**config.mk**
```make
export PLATFORM = sky130hd
export DESIGN_NAME = cellport_top
export DESIGN_NICKNAME = d
export VERILOG_FILES = /design/src/rtl/cellport_pkg.sv /design/src/rtl/cellport_cfg.sv /design/src/rtl/cellport_clkgen.sv /design/src/rtl/cellport_engine.sv /design/src/rtl/cellport_top.sv
export SDC_FILE = /design/constraint.sdc
export NUM_CORES = 1
export LEC_CHECK = 0
export ABC_AREA = 1
export ABC_CLOCK_PERIOD_IN_PS = 3790
export BUFFER_PORTS_ARGS = -buffer_cell sky130_fd_sc_hd__buf_2
export CORE_MARGIN = 1.5
export CORE_UTILIZATION = 30
export CTS_BUF_LIST = sky130_fd_sc_hd__clkbuf_8
export CTS_CLUSTER_SIZE = 16
export DETAILED_ROUTE_END_ITERATION = 7
export PLACE_DENSITY = 0.51
export SYNTH_ARGS = -nofsm -noshare
export SYNTH_HDL_FRONTEND = slang
export SYNTH_HIERARCHICAL = 1
export SYNTH_SLANG_ARGS = --single-unit
```
**constraint.sdc**
```tcl
create_clock -name clk -period 3.79 [get_ports clk]
set_clock_uncertainty 0.15 [all_clocks]
set_input_delay 0 -clock clk [delete_from_list [all_inputs] [get_ports clk]]
set_output_delay 0 -clock clk [all_outputs]
set_load 0.02 [all_outputs]
```
**src/rtl/cellport_pkg.sv**
```systemverilog
package cellport_pkg;
    localparam int DATA_W    = 8;
    localparam int BASE_LEN  = 53;
    localparam int HDR_SHORT = 2;
    localparam int HDR_LONG  = 4;
    localparam int MAX_LEN   = BASE_LEN + HDR_LONG;
    localparam int CNT_W     = $clog2(MAX_LEN + 1);

    typedef enum logic [1:0] {
        SRC_BUS  = 2'b00,
        SRC_LINE = 2'b01,
        SRC_PROC = 2'b10,
        SRC_RSVD = 2'b11
    } clk_src_e;

    typedef struct packed {
        logic [DATA_W-1:0] data;
        logic              sop;
        logic              eop;
    } cell_beat_t;

    function automatic logic [CNT_W-1:0] cell_len(input logic [2:0] code, input logic xlate);
        if (xlate) return CNT_W'(BASE_LEN);
        case (code)
            3'b001:  return CNT_W'(BASE_LEN + HDR_SHORT);
            3'b010:  return CNT_W'(BASE_LEN + HDR_LONG);
            default: return CNT_W'(BASE_LEN);
        endcase
    endfunction

    function automatic logic code_bad(input logic [2:0] code);
        return code > 3'b010;
    endfunction
endpackage

```
**src/rtl/cellport_cfg.sv**
```systemverilog
module cellport_cfg
    import cellport_pkg::*;
(
    input  logic [2:0]       len_code,
    input  logic             xlate,
    input  logic [1:0]       clk_sel,
    output logic [CNT_W-1:0] len,
    output logic             len_err,
    output logic             sel_err
);
    always_comb begin
        len     = cell_len(len_code, xlate);
        len_err = code_bad(len_code);
        sel_err = (clk_src_e'(clk_sel) == SRC_RSVD);
    end
endmodule

```
**src/rtl/cellport_clkgen.sv**
```systemverilog
module cellport_clkgen
    import cellport_pkg::*;
#(
    parameter int N_REF = 3
) (
    input  logic             clk,
    input  logic             rst,
    input  logic [1:0]       clk_sel,
    input  logic [N_REF-1:0] refs,
    output logic             uclk,
    output logic             rise_tick
);
    logic [N_REF-1:0] ref_q;
    logic [N_REF-1:0] ref_edge;
    logic             sel_edge;
    logic             uclk_q;

    genvar g;
    generate
        for (g = 0; g < N_REF; g++) begin : g_edge
            always_ff @(posedge clk) begin
                if (rst) ref_q[g] <= 1'b0;
                else     ref_q[g] <= refs[g];
            end
            assign ref_edge[g] = refs[g] & ~ref_q[g];
        end
    endgenerate

    always_comb begin
        case (clk_src_e'(clk_sel))
            SRC_BUS:  sel_edge = ref_edge[0];
            SRC_LINE: sel_edge = ref_edge[1];
            SRC_PROC: sel_edge = ref_edge[2];
            default:  sel_edge = 1'b0;
        endcase
    end

    always_ff @(posedge clk) begin
        if (rst)                                    uclk_q <= 1'b0;
        else if (clk_src_e'(clk_sel) == SRC_RSVD)   uclk_q <= 1'b0;
        else if (sel_edge)                          uclk_q <= ~uclk_q;
    end

    assign uclk      = uclk_q;
    assign rise_tick = sel_edge & ~uclk_q;
endmodule

```
**src/rtl/cellport_engine.sv**
```systemverilog
module cellport_engine
    import cellport_pkg::*;
(
    input  logic              clk,
    input  logic              rst,
    input  logic              tick,
    input  logic              master,
    input  logic [CNT_W-1:0]  len,
    input  logic              ext_enb_n,
    input  logic              soc,
    input  logic [DATA_W-1:0] data,
    input  logic              peer_clav,
    input  logic              room,
    output logic              own_enb_n,
    output logic              own_clav,
    output logic              out_valid,
    output cell_beat_t        out_beat,
    output logic              perr
);
    logic [CNT_W-1:0] cnt_q, cnt_d;
    logic             enb_q, enb_d;
    logic             xfer, emit, perr_d;
    cell_beat_t       beat_d;

    assign xfer = tick & ~(master ? enb_q : ext_enb_n);

    always_comb begin
        cnt_d  = cnt_q;
        emit   = 1'b0;
        perr_d = 1'b0;
        beat_d = '0;
        if (xfer) begin
            if (soc) begin
                emit        = 1'b1;
                perr_d      = (cnt_q != '0);
                beat_d.data = data;
                beat_d.sop  = 1'b1;
                cnt_d       = CNT_W'(1);
            end else if (cnt_q != '0) begin
                emit        = 1'b1;
                beat_d.data = data;
                beat_d.eop  = (cnt_q >= len - CNT_W'(1));
                cnt_d       = beat_d.eop ? '0 : cnt_q + CNT_W'(1);
            end
        end
    end

    always_comb begin
        enb_d = enb_q;
        if (!master)
            enb_d = 1'b1;
        else if (tick)
            enb_d = (cnt_d == '0) ? ~(peer_clav & room) : 1'b0;
    end

    always_ff @(posedge clk) begin
        if (rst) begin
            cnt_q     <= '0;
            enb_q     <= 1'b1;
            out_valid <= 1'b0;
            out_beat  <= '0;
            perr      <= 1'b0;
        end else begin
            cnt_q     <= cnt_d;
            enb_q     <= enb_d;
            out_valid <= emit;
            out_beat  <= beat_d;
            perr      <= perr_d;
        end
    end

    assign own_enb_n = enb_q;
    assign own_clav  = ~master & ((cnt_q != '0) | room);
endmodule

```
**src/rtl/cellport_top.sv**
```systemverilog
module cellport_top
    import cellport_pkg::*;
(
    input  logic              clk,
    input  logic              rst,
    input  logic              cfg_role_atm_i,
    input  logic [2:0]        cfg_len_mode_i,
    input  logic              cfg_xlate_i,
    input  logic [1:0]        cfg_clk_sel_i,
    input  logic              ref_bus_i,
    input  logic              ref_line_i,
    input  logic              ref_proc_i,
    output logic              uclk_o,
    output logic              uclk_oe_o,
    input  logic              uclk_i,
    output logic              u_enb_n_o,
    input  logic              u_enb_n_i,
    output logic              u_clav_o,
    input  logic              u_clav_i,
    input  logic              u_soc_i,
    input  logic [DATA_W-1:0] u_data_i,
    input  logic              fifo_room_i,
    output logic [DATA_W-1:0] cell_data_o,
    output logic              cell_valid_o,
    output logic              cell_sop_o,
    output logic              cell_eop_o,
    output logic              cfg_err_o,
    output logic              clk_err_o,
    output logic              proto_err_o
);
    logic [CNT_W-1:0] len;
    logic             gen_clk, m_tick, s_tick, port_tick, uclk_i_q;
    cell_beat_t       beat;

    cellport_cfg u_cfg (
        .len_code (cfg_len_mode_i),
        .xlate    (cfg_xlate_i),
        .clk_sel  (cfg_clk_sel_i),
        .len      (len),
        .len_err  (cfg_err_o),
        .sel_err  (clk_err_o)
    );

    cellport_clkgen #(.N_REF(3)) u_clkgen (
        .clk       (clk),
        .rst       (rst),
        .clk_sel   (cfg_clk_sel_i),
        .refs      ({ref_proc_i, ref_line_i, ref_bus_i}),
        .uclk      (gen_clk),
        .rise_tick (m_tick)
    );

    always_ff @(posedge clk) begin
        if (rst) uclk_i_q <= 1'b0;
        else     uclk_i_q <= uclk_i;
    end
    assign s_tick    = uclk_i & ~uclk_i_q;
    assign port_tick = cfg_role_atm_i ? m_tick : s_tick;

    cellport_engine u_engine (
        .clk       (clk),
        .rst       (rst),
        .tick      (port_tick),
        .master    (cfg_role_atm_i),
        .len       (len),
        .ext_enb_n (u_enb_n_i),
        .soc       (u_soc_i),
        .data      (u_data_i),
        .peer_clav (u_clav_i),
        .room      (fifo_room_i),
        .own_enb_n (u_enb_n_o),
        .own_clav  (u_clav_o),
        .out_valid (cell_valid_o),
        .out_beat  (beat),
        .perr      (proto_err_o)
    );

    assign uclk_o      = cfg_role_atm_i & gen_clk;
    assign uclk_oe_o   = cfg_role_atm_i;
    assign cell_data_o = beat.data;
    assign cell_sop_o  = beat.sop;
    assign cell_eop_o  = beat.eop;
endmodule

```
== Yosys cells after proc, flatten, opt, wreduce, memory -nomap -nowiden ==
Cells that the tools add are included.
Word-level totals
  bits in registers: 24
  input bits: 25
  output and inout bits: 18
  word-level logic and storage cells: 67
Cells by class
  add/sub/neg operators: 2
  $lt $le $gt $ge: 2
  equality and inequality tests: 5
  multiplexer cells: 17
  bitwise logic cells: 21
  reduce and logical (&&, ||, !) cells: 8
Operator list (number)
  $mux W6: 6
  $mux W8: 2
  $not A1 Y1: 11
  $and A1 B1 Y1: 9
  $pmux W4 S2: 1
  $mux W1: 7
  $add A6 B1 Y6 const B: 1
  $ge A6 B6 Y1: 1
  $logic_not A6 Y1: 1
  $reduce_bool A6 Y1: 1
  $reduce_or A2 Y1: 3
  $sub A6 B1 Y6 const B: 1
  $eq A2 B2 Y1 const B: 2
  $reduce_or A4 Y1: 1
  $eq A3 B1 Y1 const B: 1
  $eq A3 B2 Y1 const B: 1
  $gt A3 B2 Y1 const B: 1
  $pmux W1 S3: 1
  $reduce_or A3 Y1: 1
  $eq A2 B1 Y1 const B: 1
  $logic_not A2 Y1: 1
  $or A1 B1 Y1: 1

== Depth between registers and ports, before layout ==
Gate-level depths: netlist of the first run.
  depth after elaboration: 11
  mapped depth: 19
  gate-level depth less buffers: 19

== By module ==
Netlist of the first run, hierarchy kept.
By module, submodules not included
  cellport_engine: times used 1, cells an instance 160, area each 1126.1 µm², seq. area each 380.4 µm²
  cellport_clkgen: times used 1, cells an instance 28, area each 192.7 µm², seq. area each 80.1 µm²
  cellport_cfg: times used 1, cells an instance 16, area each 81.3 µm², seq. area each 0.0 µm²
  cellport_top: times used 1, cells an instance 11, area each 62.6 µm², seq. area each 20.0 µm²

== Worst setup path before layout of the first run ==
Ideal clock, no wire load.
  path kind: register -> register
  start point: register u_clkgen.ref_q[0]
  end point: register u_engine.enb_q, in the netlist u_engine/own_enb_n
  setup time: 0.068 ns
  arrival time: 1.519 ns
  path slack: 2.053 ns
  stages on the path, launching flop included: 16
  buffers on the path: 0
  cells stage by stage: dfxtp_1 -> nor2_1 -> nand2_2 -> nand3_2 -> nand2_2 -> inv_1 -> nand2_1 -> nand2_1 -> nand2_2 -> nor2_8 -> nand2_4 -> a21oi_2 -> nand2_1 -> nor2_1 -> nand3_1 -> o21bai_2
On the way
  cells in the longest elaborated chain, start to end: 9
Ends and longest elaborated chain
  start, declared: line cellport_clkgen.sv:13  | logic [N_REF-1:0] ref_q;
  start signal, assigned by index: line cellport_clkgen.sv:23  | else ref_q[g] <= refs[g];
  $not A1 Y1 (*): line cellport_clkgen.sv:25  | assign ref_edge[g] = refs[g] & ~ref_q[g];
  $and A1 B1 Y1 (*): line cellport_clkgen.sv:25
  $pmux W1 S3 (*): line cellport_clkgen.sv:30  | case (clk_src_e'(clk_sel))
  $and A1 B1 Y1 (*): line cellport_clkgen.sv:45  | assign rise_tick = sel_edge & ~uclk_q;
  via m_tick: line cellport_top.sv:32  | logic gen_clk, m_tick, s_tick, port_tick, uclk_i_q;
  $mux W1 (*): line cellport_top.sv:58  | assign port_tick = cfg_role_atm_i ? m_tick : s_tick;
  via port_tick: line cellport_top.sv:32
  $and A1 B1 Y1: line cellport_engine.sv:25  | assign xfer = tick & ~(master ? enb_q : ext_enb_n);
  $mux W6: line cellport_engine.sv:32  | if (xfer) begin
  $logic_not A6 Y1: line cellport_engine.sv:53  | enb_d = (cnt_d == '0) ? ~(peer_clav & room) : 1'b0;
  $mux W1: line cellport_engine.sv:53
  end signal, assigned: line cellport_engine.sv:65  | enb_q <= enb_d;
  end, declared: line cellport_engine.sv:21  | logic enb_q, enb_d;
The timed path passes the listed nets; every way through them passes the cells marked *.
A chain may end at the register's enable or synchronous reset.

== Worst setup path in the final report of the first run ==
  start point: input cfg_clk_sel_i[1]
  end point: register u_engine.enb_q, in the netlist u_engine/own_enb_n
On the way
  cells in the longest elaborated chain, start to end: 8
  elaborated cells between the ends (all ways): 10
  those cells by class: eq/ne: 2; mux: 4; bitwise: 2; reduce/logical: 2
Ends and longest elaborated chain
  start, declared: line cellport_top.sv:9  | input logic [1:0] cfg_clk_sel_i,
  $eq A2 B2 Y1 (tied with other cells): line cellport_clkgen.sv:30
  $pmux W1 S3 (*): line cellport_clkgen.sv:30
  $and A1 B1 Y1 (*): line cellport_clkgen.sv:45
  via m_tick: line cellport_top.sv:32
  $mux W1 (*): line cellport_top.sv:58
  via port_tick: line cellport_top.sv:32
  $and A1 B1 Y1: line cellport_engine.sv:25
  $mux W6: line cellport_engine.sv:32
  $logic_not A6 Y1: line cellport_engine.sv:53
  $mux W1: line cellport_engine.sv:53
Marked as above.

==> run_results.csv, run 1 <==
group,metric,value,unit
detailed_routing,drc,0,
timing,fmax,493,MHz
timing,hold_ws,0.0522,ns
global_route,grt_first_pass_wirelength,5150,um
timing,timing.final.crit_share,53.5,%
worst_setup_path,critPathLaunchType,"input port",
placed_design,preCtsSetupSlack,1.82,ns
finish,final_cells,347,
detailed_routing,first_pass_iters,4,
cts,cts_root_buf,"clkbuf_8",
timing,fin_crit,2.03,ns
yosys,synth_top_family_by_area,"simple AND/OR/NAND/NOR gates",
yosys,ys_ff_latch,24,
placed_design,dp.cells,321,
global_route,grt.total_usage,12.1,%
worst_setup_path,critPathKind,"input port to flip-flop",
yosys,synth-simple-area-share,34.8,%
worst_setup_path,cp.required,3.85,ns
cts,cts_buffer_depth,2,
die,rows,25,
placed_design,dp_hpwl,2290,um
yosys,synthMuxAreaShare,0,%
timing,finalMaxSlewViolations,0,
cts,cts_buffers,3,
die,core_area,4720,um2
die,die_x,72.8,um
yosys,yosys_warnings,6,
power_and_ir_drop,power,0.536,mW
flow_run,drv_cap,0,
placed_design,port_buffers,42,
finish,antenna_cells,0,
timing,setup_slack,1.76,ns
finish,fillCellCount,516,
power_and_ir_drop,powerDensity,267,nW/um2
cts,cts_tree,"built",
worst_hold_path,worstHoldPathType,"input port to flip-flop",
detailed_routing,finalWirelength,3000,um
die,die_y,72.8,um
worst_setup_path,crit_chain,"dlygate4sd3_1 > buf_2 > nor2_1 > nand2_2 > nand3_2 > nand2_2 > inv_1 > nand2_1 > nand2_1 > nand2_2 > nor2_8 > nand2_4 > a21oi_2 > nand2_1 > nor2_1 > nand3_1 > o21bai_2",
timing,setup_viol,0,
global_route,grt_pass1_vias,1227,
timing,final_hold_viol_count,0,
cts,postCtsSetupRepairBufs,0,
worst_setup_path,cpPeakStageDelay,0.53,ns
detailed_routing,drtIter0Drc,38,
die,die_area,5300,um2
timing,tns,0,ns
detailed_routing,wl_per_cell,8.66,um
timing,grt_setup_unrepaired,"no",
outcome,outcome,"complete, no violations",
worst_setup_path,crit_slowest_cell,"dlygate4sd3_1",
worst_setup_path,critical_path_arrival,2.08,ns
global_route,grt-ovfl-total,0,
power_and_ir_drop,p_leak,1.13,nW
finish,post-route-util,42.5,%
cts,cts_resized,0,
worst_setup_path,cpLargestDelayFamily,"simple AND/OR/NAND/NOR gates",
yosys,synth_compound_area_share,7.10,%
placed_design,dpl-instance-area,1730,um2
cts,cts_sinks,24,
detailed_routing,vias_per_cell,3.94,
yosys,syn_area,1460,um2
cts,worstSkewPairLatency,0.26,ns
worst_setup_path,path_buf_inv,3,
die,initial_utilization,31.0,%
finish,nNetsFinal,315,
detailed_routing,ant_nets,0,
worst_setup_path,end_kind,"flip-flop",
die,pin_count,43,
cts,htreeDepth,1,
yosys,synthXorXnorAreaFrac,2.40,%
yosys,synthAdderAreaFrac,7.70,%
finish,drive_above_1_share,26.1,%
cts,clk_pin_slew_worst_paths,0.09,ns
worst_setup_path,crit_fanout,7,
yosys,ys_seq_area_share,32.8,%
detailed_routing,vias,1368,
yosys,syn_inst,215,
finish,area_delta_synth_final,37.1,%
placed_design,gp_congestion,0.769,
yosys,yosysUniqueCellTypes,29,
power_and_ir_drop,ir_drop,0.167,mV
yosys,avgSynthCellArea,6.80,um2
global_route,antenna_found_initial,0,
global_route,grt_max_degree,17,
finish,final_cell_area,2010,um2
## area by class of cell
cell class              instances  area (um2)  area share (%)
multi-input cells             139         772            38.5
flip-flops and latches         24         480            24.0
repair buffers                 64         430            21.5
inverters                      49         184            9.17
well taps                      67        83.8            4.18
clock buffers                   4        55.1            2.74
## where the power goes
| group | switching, mW | internal (mW) |
|---|---|---|
| clock network | 0.0800 | 0.0927 |
| logic | 0.0550 | 0.0478 |
| registers | 0.00272 | 0.258 |
| total | 0.138 | 0.398 |
## cells in the mapped netlist, drive strengths merged
master,number,area (um2)
ha,9,113
nor4,1,6.26
nand4,3,18.8
conb,1,3.75
nor3b,1,7.51
nand3,11,70.1
nand2,47,196
o21bai,3,26.3
dfxtp,24,480
nor2,43,193
a21oi,7,46.3
inv,49,184
clkbuf,1,3.75
xnor2,2,17.5
nand3b,1,7.51
nor3,2,10.0
xor2,2,17.5
buf,4,30.0
o21ai,4,31.3
## routing by layer
layer	GRT usage [%]	vias to the layer above	share of wire [%]
met5	0	-	0
met4	2.52	0	0.47
met3	2.90	2	2.2
met2	19.8	18	45
met1	16.3	580	52
li1	-	768	-
## cell families (layout without fill, tap and decap cells)
kind of cell	count (synthesis)	count (layout)
xor+xnor	4	4
flops	24	24
simple gates	109	109
buf+inv	54	117
other cells	1	3
fa+ha+maj	9	9
compound gates	14	14
## placed cells by master (no fill, tap or decap), types with 3 or more instances in the layout
cell type	n
conb_1	3
o21ai_2	3
nand2_1	41
nand3_2	3
clkbuf_8	4
nand3_1	8
nand2_2	5
dfxtp_1	24
buf_2	42
dlygate4sd3_1	22
a21oi_2	3
inv_2	6
nor2_2	3
nor2_1	38
a21oi_1	4
inv_1	43
nand4_1	3
ha_1	9
## state kept, by name (all words and copies together), names as in the netlist
signal	count
u_engine/own_enb_n	1
u_engine/out_valid	1
u_engine/perr	1
u_clkgen/ref_q	3
u_engine/out_beat	10
u_clkgen/uclk	1
u_engine/cnt_q	6
uclk_i_q	1
## final timing paths
kind	start	endpoint	slack [ns]	cells after the start
max	cfg_clk_sel_i[1]	u_engine/own_enb_n	1.76	17
min	cfg_role_atm_i	u_engine/own_enb_n	0.05	5
max reg2reg	u_clkgen/ref_q[0]	u_engine/own_enb_n	1.85	15
min reg2reg	u_clkgen/uclk	u_clkgen/uclk	0.37	2
## timing repair
action | CTS | global route
endpoints found under the hold margin | 24 | 0
endpoints found under the setup margin | 0 | 0
hold buffers | 22 | 0
## tightest hold or removal path: stages
cell,delay [ns]
buf_2,0.16
inv_2,0.07
nor2_1,0.03
o21ai_0,0.07
o21bai_2,0.11
Note: power is estimated with default switching activity, not from simulation.
==> run 2: changes to the inputs <==
- ABC_CLOCK_PERIOD_IN_PS: 3790 -> 2100
- clock period: 3.79 -> 2.1 ns (I/O delays scaled with it)
==> run_results.csv, run 2 (synthesized netlist as in run 1, its figures left out) <==
group,metric,value,unit
detailed_routing,vias_per_cell,4.04,
worst_hold_path,hold_depth,6,
finish,drive_above_1_share,28.8,%
power_and_ir_drop,p_sw_share,26.0,%
power_and_ir_drop,pwr-share-comb,20.4,%
timing,setup_viol,0,
global_route,grt_pass1_vias,1275,
worst_setup_path,cp.required,2.16,ns
placed_design,gp_congestion,0.791,
cts,cts_sinks,24,
global_route,grt-ovfl-total,0,
power_and_ir_drop,ir_drop,0.408,mV
finish,largest_reg_flops,10,
power_and_ir_drop,powerDensity,476,nW/um2
global_route,grt_max_degree,17,
power_and_ir_drop,p_clk_share,31.7,%
finish,nNetsFinal,316,
placed_design,dpl-instance-area,1740,um2
timing,timing.final.crit_share,91.9,%
timing,grt_setup_unrepaired,"no",
worst_hold_path,min-delay-start,"u_enb_n_i",
worst_setup_path,crit_fanout,7,
detailed_routing,ant_nets,0,
timing,tns,0,ns
worst_setup_path,end_kind,"flip-flop",
finish,layout_commonest_cell,"inv_1",
cts,clk_pin_slew_worst_paths,0.08,ns
worst_setup_path,crit_slowest_cell,"dlygate4sd3_1",
finish,final_cell_mix,"inv_1 (41), nand2_1 (38), buf_2 (38)",
worst_setup_path,cp-startpoint,"ref_proc_i",
die,pin_count,43,
global_route,grt_first_pass_wirelength,5170,um
detailed_routing,first_pass_iters,4,
global_route,antenna_found_initial,0,
power_and_ir_drop,intPower,0.726,mW
power_and_ir_drop,share_seq_of_total_power,48.0,%
cts,cts_buffer_depth,2,
die,rows,25,
cts,cts_root_buf,"clkbuf_8",
timing,finalMaxSlewViolations,0,
cts,cts_buffers,3,
die,die_area,5300,um2
cts,htreeDepth,1,
outcome,outcome,"complete, no violations",
timing,final_hold_viol_count,0,
worst_setup_path,r2r_cells,15,
cts,cts_tree,"built",
die,die_y,72.8,um
detailed_routing,finalWirelength,3110,um
worst_setup_path,cpPeakStageDelay,0.52,ns
placed_design,port_buffers,42,
finish,area_delta_synth_final,41.1,%
placed_design,dp_hpwl,2340,um
timing,fin_crit,1.93,ns
die,initial_utilization,31.0,%
die,core_area,4720,um2
finish,regMostFlops,"u_engine/out_beat",
power_and_ir_drop,p_switching,0.256,mW
global_route,grt.total_usage,12.3,%
detailed_routing,drc,0,
worst_setup_path,worstReg2RegStart,"u_clkgen/ref_q[2]",
finish,top_regs,"u_engine/out_beat x10, u_engine/cnt_q x6, u_clkgen/ref_q x3",
finish,final_cell_area,2060,um2
detailed_routing,vias,1405,
finish,fillCellCount,505,
flow_run,drv_cap,0,
cts,worstSkewPairLatency,0.26,ns
worst_setup_path,critPathKind,"input port to flip-flop",
power_and_ir_drop,p_leak,1.16,nW
detailed_routing,drtIter0Drc,71,
worst_hold_path,worstHoldPathType,"input port to flip-flop",
die,die_x,72.8,um
finish,antenna_cells,0,
detailed_routing,wl_per_cell,8.93,um
worst_setup_path,critPathLaunchType,"input port",
worst_setup_path,crit_chain,"dlygate4sd3_1 > inv_1 > nor2_1 > nand2_1 > nand3_2 > nand2_2 > inv_2 > nand2_2 > nand2_4 > nand2_4 > nor2_8 > nand2_4 > a21oi_4 > nand2_2 > nor2_1 > nand3_1 > o21bai_2",
timing,fmax,518,MHz
worst_setup_path,critical_path_arrival,1.98,ns
-- run 2: cell types whose count changed in the layout (fill, tap and decap cells not counted), sizes merged --
cell	before	now
dlymetal6s4s	0	1
buf	42	43
dlygate4sd3	22	21
-- run 2: routing by layer --
metal	GRT usage, %	up-vias	routed length [um]
li1	-	768	-
met1	15.5	609	1530
met2	21.1	26	1460
met3	3.31	2	103
met4	2.10	0	14
met5	0	-	0
-- run 2: power groups by stage --
stage                     Sequential, mW  Clock (mW)  Combinational, mW
after global routing               0.472       0.342              0.224
after CTS                          0.470       0.323              0.187
after detailed placement           0.481           0              0.155
after global placement             0.481           0              0.154
after floorplan                    0.486           0              0.103
final                              0.471       0.311              0.200
-- run 2: through the flow --
stage               worst slack [ns]  util [%]  hold slack (ns)  total power [mW]  cells
detailed placement             0.118      36.8           0.0703             0.636    322
finish                         0.171      43.7           0.0481             0.982    348
global route                  0.0216      43.7           0.0763              1.04    348
CTS                           0.0298      42.6           0.0466             0.981    348
floorplan                      0.363         -          -0.0788             0.589    217
global placement               0.148      36.8           0.0631             0.635    322
-- run 2: worst paths after layout --
| kind | to | slack (ns) |
|---|---|---|
| worst max-delay path | u_engine/own_enb_n | 0.17 |
| worst min-delay path | u_engine/out_beat[1] | 0.05 |
| worst max register to register | u_engine/own_enb_n | 0.19 |
| worst min register to register | u_clkgen/uclk | 0.37 |
-- run 2: layout make-up --
class | count | area [um2] | area share [%]
inverter | 49 | 184 | 8.91
tap | 67 | 83.8 | 4.06
multi-input combinational | 139 | 810 | 39.2
timing repair buffer | 65 | 450 | 21.8
clock buffer | 4 | 55.1 | 2.67
sequential | 24 | 480 | 23.3
-- run 2: critical path: cells and delay by family --
family	cells	cell delay (ns)
buf+inv	3	0.62
compound gates	2	0.26
simple gates	12	1.11
-- run 2: repair_timing --
item,4_1_cts,5_1_grt
resized for setup,0,12
buffers inserted,0,4
setup endpoints to repair,0,6
hold buffers,22,0
endpoints found under the hold margin,24,0
==> run 3: changes to the inputs <==
- ABC_CLOCK_PERIOD_IN_PS: 2100 -> 2200
- clock period: 2.1 -> 2.2 ns (I/O delays scaled with it)
==> run_results.csv, run 3 (synthesized netlist as in run 1, its figures left out) <==
group,metric,value,unit
finish,top_regs,"u_engine/out_beat x10, u_engine/cnt_q x6, u_clkgen/ref_q x3",
detailed_routing,drc,0,
worst_setup_path,crit_slowest_cell,"dlygate4sd3_1",
worst_setup_path,worstReg2RegStart,"u_clkgen/ref_q[0]",
die,pin_count,43,
global_route,grt-ovfl-total,0,
finish,area_delta_synth_final,41.7,%
cts,htreeDepth,1,
finish,nNetsFinal,319,
finish,antenna_cells,0,
finish,final_cell_mix,"inv_1 (43), buf_2 (41), nand2_1 (40)",
die,initial_utilization,31.0,%
cts,cts_root_buf,"clkbuf_8",
detailed_routing,ant_nets,0,
power_and_ir_drop,p_clk_share,31.4,%
power_and_ir_drop,p_switching,0.240,mW
cts,clk_pin_slew_worst_paths,0.08,ns
power_and_ir_drop,p_leak,1.16,nW
power_and_ir_drop,p_sw_share,25.7,%
placed_design,port_buffers,42,
die,die_x,72.8,um
timing,fmax,491,MHz
placed_design,gp_congestion,0.789,
cts,cts_sinks,24,
cts,cts_buffer_depth,2,
worst_setup_path,reg2reg_to,"u_engine/own_enb_n",
worst_setup_path,crit_fanout,7,
timing,setup_viol,0,
power_and_ir_drop,ir_drop,0.325,mV
worst_hold_path,min-delay-start,"cfg_role_atm_i",
detailed_routing,finalWirelength,3170,um
worst_setup_path,cp.required,2.25,ns
worst_hold_path,whs_endpoint,"u_engine/own_enb_n",
power_and_ir_drop,share_seq_of_total_power,48.1,%
timing,grt_setup_unrepaired,"no",
detailed_routing,vias_per_cell,4.00,
detailed_routing,vias,1405,
cts,worstSkewPairLatency,0.26,ns
finish,layout_commonest_cell,"inv_1",
cts,cts_tree,"built",
flow_run,drv_cap,0,
timing,final_hold_viol_count,0,
power_and_ir_drop,intPower,0.695,mW
timing,timing.final.crit_share,92.6,%
worst_setup_path,cpPeakStageDelay,0.57,ns
detailed_routing,first_pass_iters,4,
die,core_area,4720,um2
power_and_ir_drop,power,0.935,mW
placed_design,dp_hpwl,2330,um
die,rows,25,
finish,fillCellCount,497,
worst_setup_path,critPathLaunchType,"input port",
global_route,grt_pass1_vias,1217,
timing,hold_ws,0.0460,ns
finish,largest_reg_flops,10,
worst_setup_path,end_kind,"flip-flop",
timing,finalMaxSlewViolations,0,
global_route,grt_first_pass_wirelength,5120,um
global_route,grt.total_usage,12.3,%
cts,cts_buffers,3,
power_and_ir_drop,pwr-share-comb,20.5,%
worst_setup_path,crit_chain,"dlygate4sd3_1 > buf_6 > nor2_1 > nand2_1 > nand3_2 > nand2_2 > inv_1 > nand2_1 > nand2_4 > nand2_4 > nor2_8 > nand2_4 > a21oi_4 > nand2_1 > nor2_1 > nand3_1 > o21bai_2",
global_route,antenna_found_initial,0,
worst_setup_path,reg2reg_slack,0.28,ns
placed_design,preCtsSetupSlack,0.216,ns
worst_setup_path,critPathKind,"input port to flip-flop",
worst_hold_path,hold_depth,5,
worst_hold_path,worstHoldPathType,"input port to flip-flop",
timing,setup_slack,0.162,ns
detailed_routing,drtIter0Drc,68,
die,die_y,72.8,um
die,die_area,5300,um2
detailed_routing,wl_per_cell,9.03,um
worst_setup_path,critical_path_arrival,2.09,ns
timing,tns,0,ns
outcome,outcome,"complete, no violations",
finish,drive_above_1_share,27.8,%
power_and_ir_drop,powerDensity,451,nW/um2
finish,regMostFlops,"u_engine/out_beat",
global_route,grt_max_degree,17,
worst_setup_path,r2r_cells,15,
timing,fin_crit,2.04,ns
run 3: cell count changes in the layout (fill, tap and decap cells not counted), moves of 2 or more:
cell	change
nand2_1	+2
buf_2	+3
nand2_2	-2
inv_2	-2
inv_1	+2
run 3: timing repair:
item / 4_1_cts / 5_1_grt
hold buffers: 22 / 0
setup buffers: 0 / 3
endpoints found under the setup margin: 0 / 1
gates resized for setup: 0 / 7
hold endpoints to repair: 23 / 0
run 3: final cells by class:
cell class	count	area [um2]	area share [%]
inverter	49	184	8.88
timing repair buffer	68	467	22.5
sequential	24	480	23.2
clock buffer	4	55.1	2.66
tap	67	83.8	4.05
multi-input combinational	139	802	38.7
run 3: power groups by stage:
stage	Sequential (mW)	Combinational, mW	Clock (mW)
after floorplan	0.464	0.0980	0
after global placement	0.459	0.147	0
after detailed placement	0.459	0.148	0
after CTS	0.449	0.178	0.305
after global routing	0.451	0.214	0.326
final	0.449	0.192	0.293
run 3: per-layer routing:
layer / share of wire, % / global-route usage [%] / up-vias
li1: - / - / 774
met1: 48 / 15.6 / 609
met2: 49 / 21.3 / 20
met3: 3.0 / 3.31 / 2
met4: 0.54 / 1.89 / 0
met5: 0 / 0 / -
run 3: per-stage QoR:
stage | cells | util (%) | area [um2]
after floorplan | 217 | - | 1470
after global placement | 322 | 36.8 | 1740
after detailed placement | 322 | 36.8 | 1740
after CTS | 348 | 42.6 | 2010
after global routing | 351 | 43.9 | 2070
final | 351 | 43.9 | 2070
run 3: critical path, delay by kind of cell:
family / cells / cell delay (ns)
compound gates: 2 / 0.23
buf+inv: 3 / 0.75
simple gates: 12 / 1.10
run 3: worst max path at each step:
stage / from / endpoint / slack (ns)
5_1_grt: cfg_clk_sel_i[1] / u_engine/own_enb_n / 0.02
3_5_place_dp: cfg_len_mode_i[2] / u_engine/own_enb_n / 0.22
3_3_place_gp: u_clkgen/ref_q[2] / u_engine/own_enb_n / 0.25
6_report: cfg_clk_sel_i[1] / u_engine/own_enb_n / 0.16
4_1_cts: cfg_clk_sel_i[1] / u_engine/own_enb_n / 0.13
2_1_floorplan: u_clkgen/ref_q[0] / u_engine/own_enb_n / 0.46
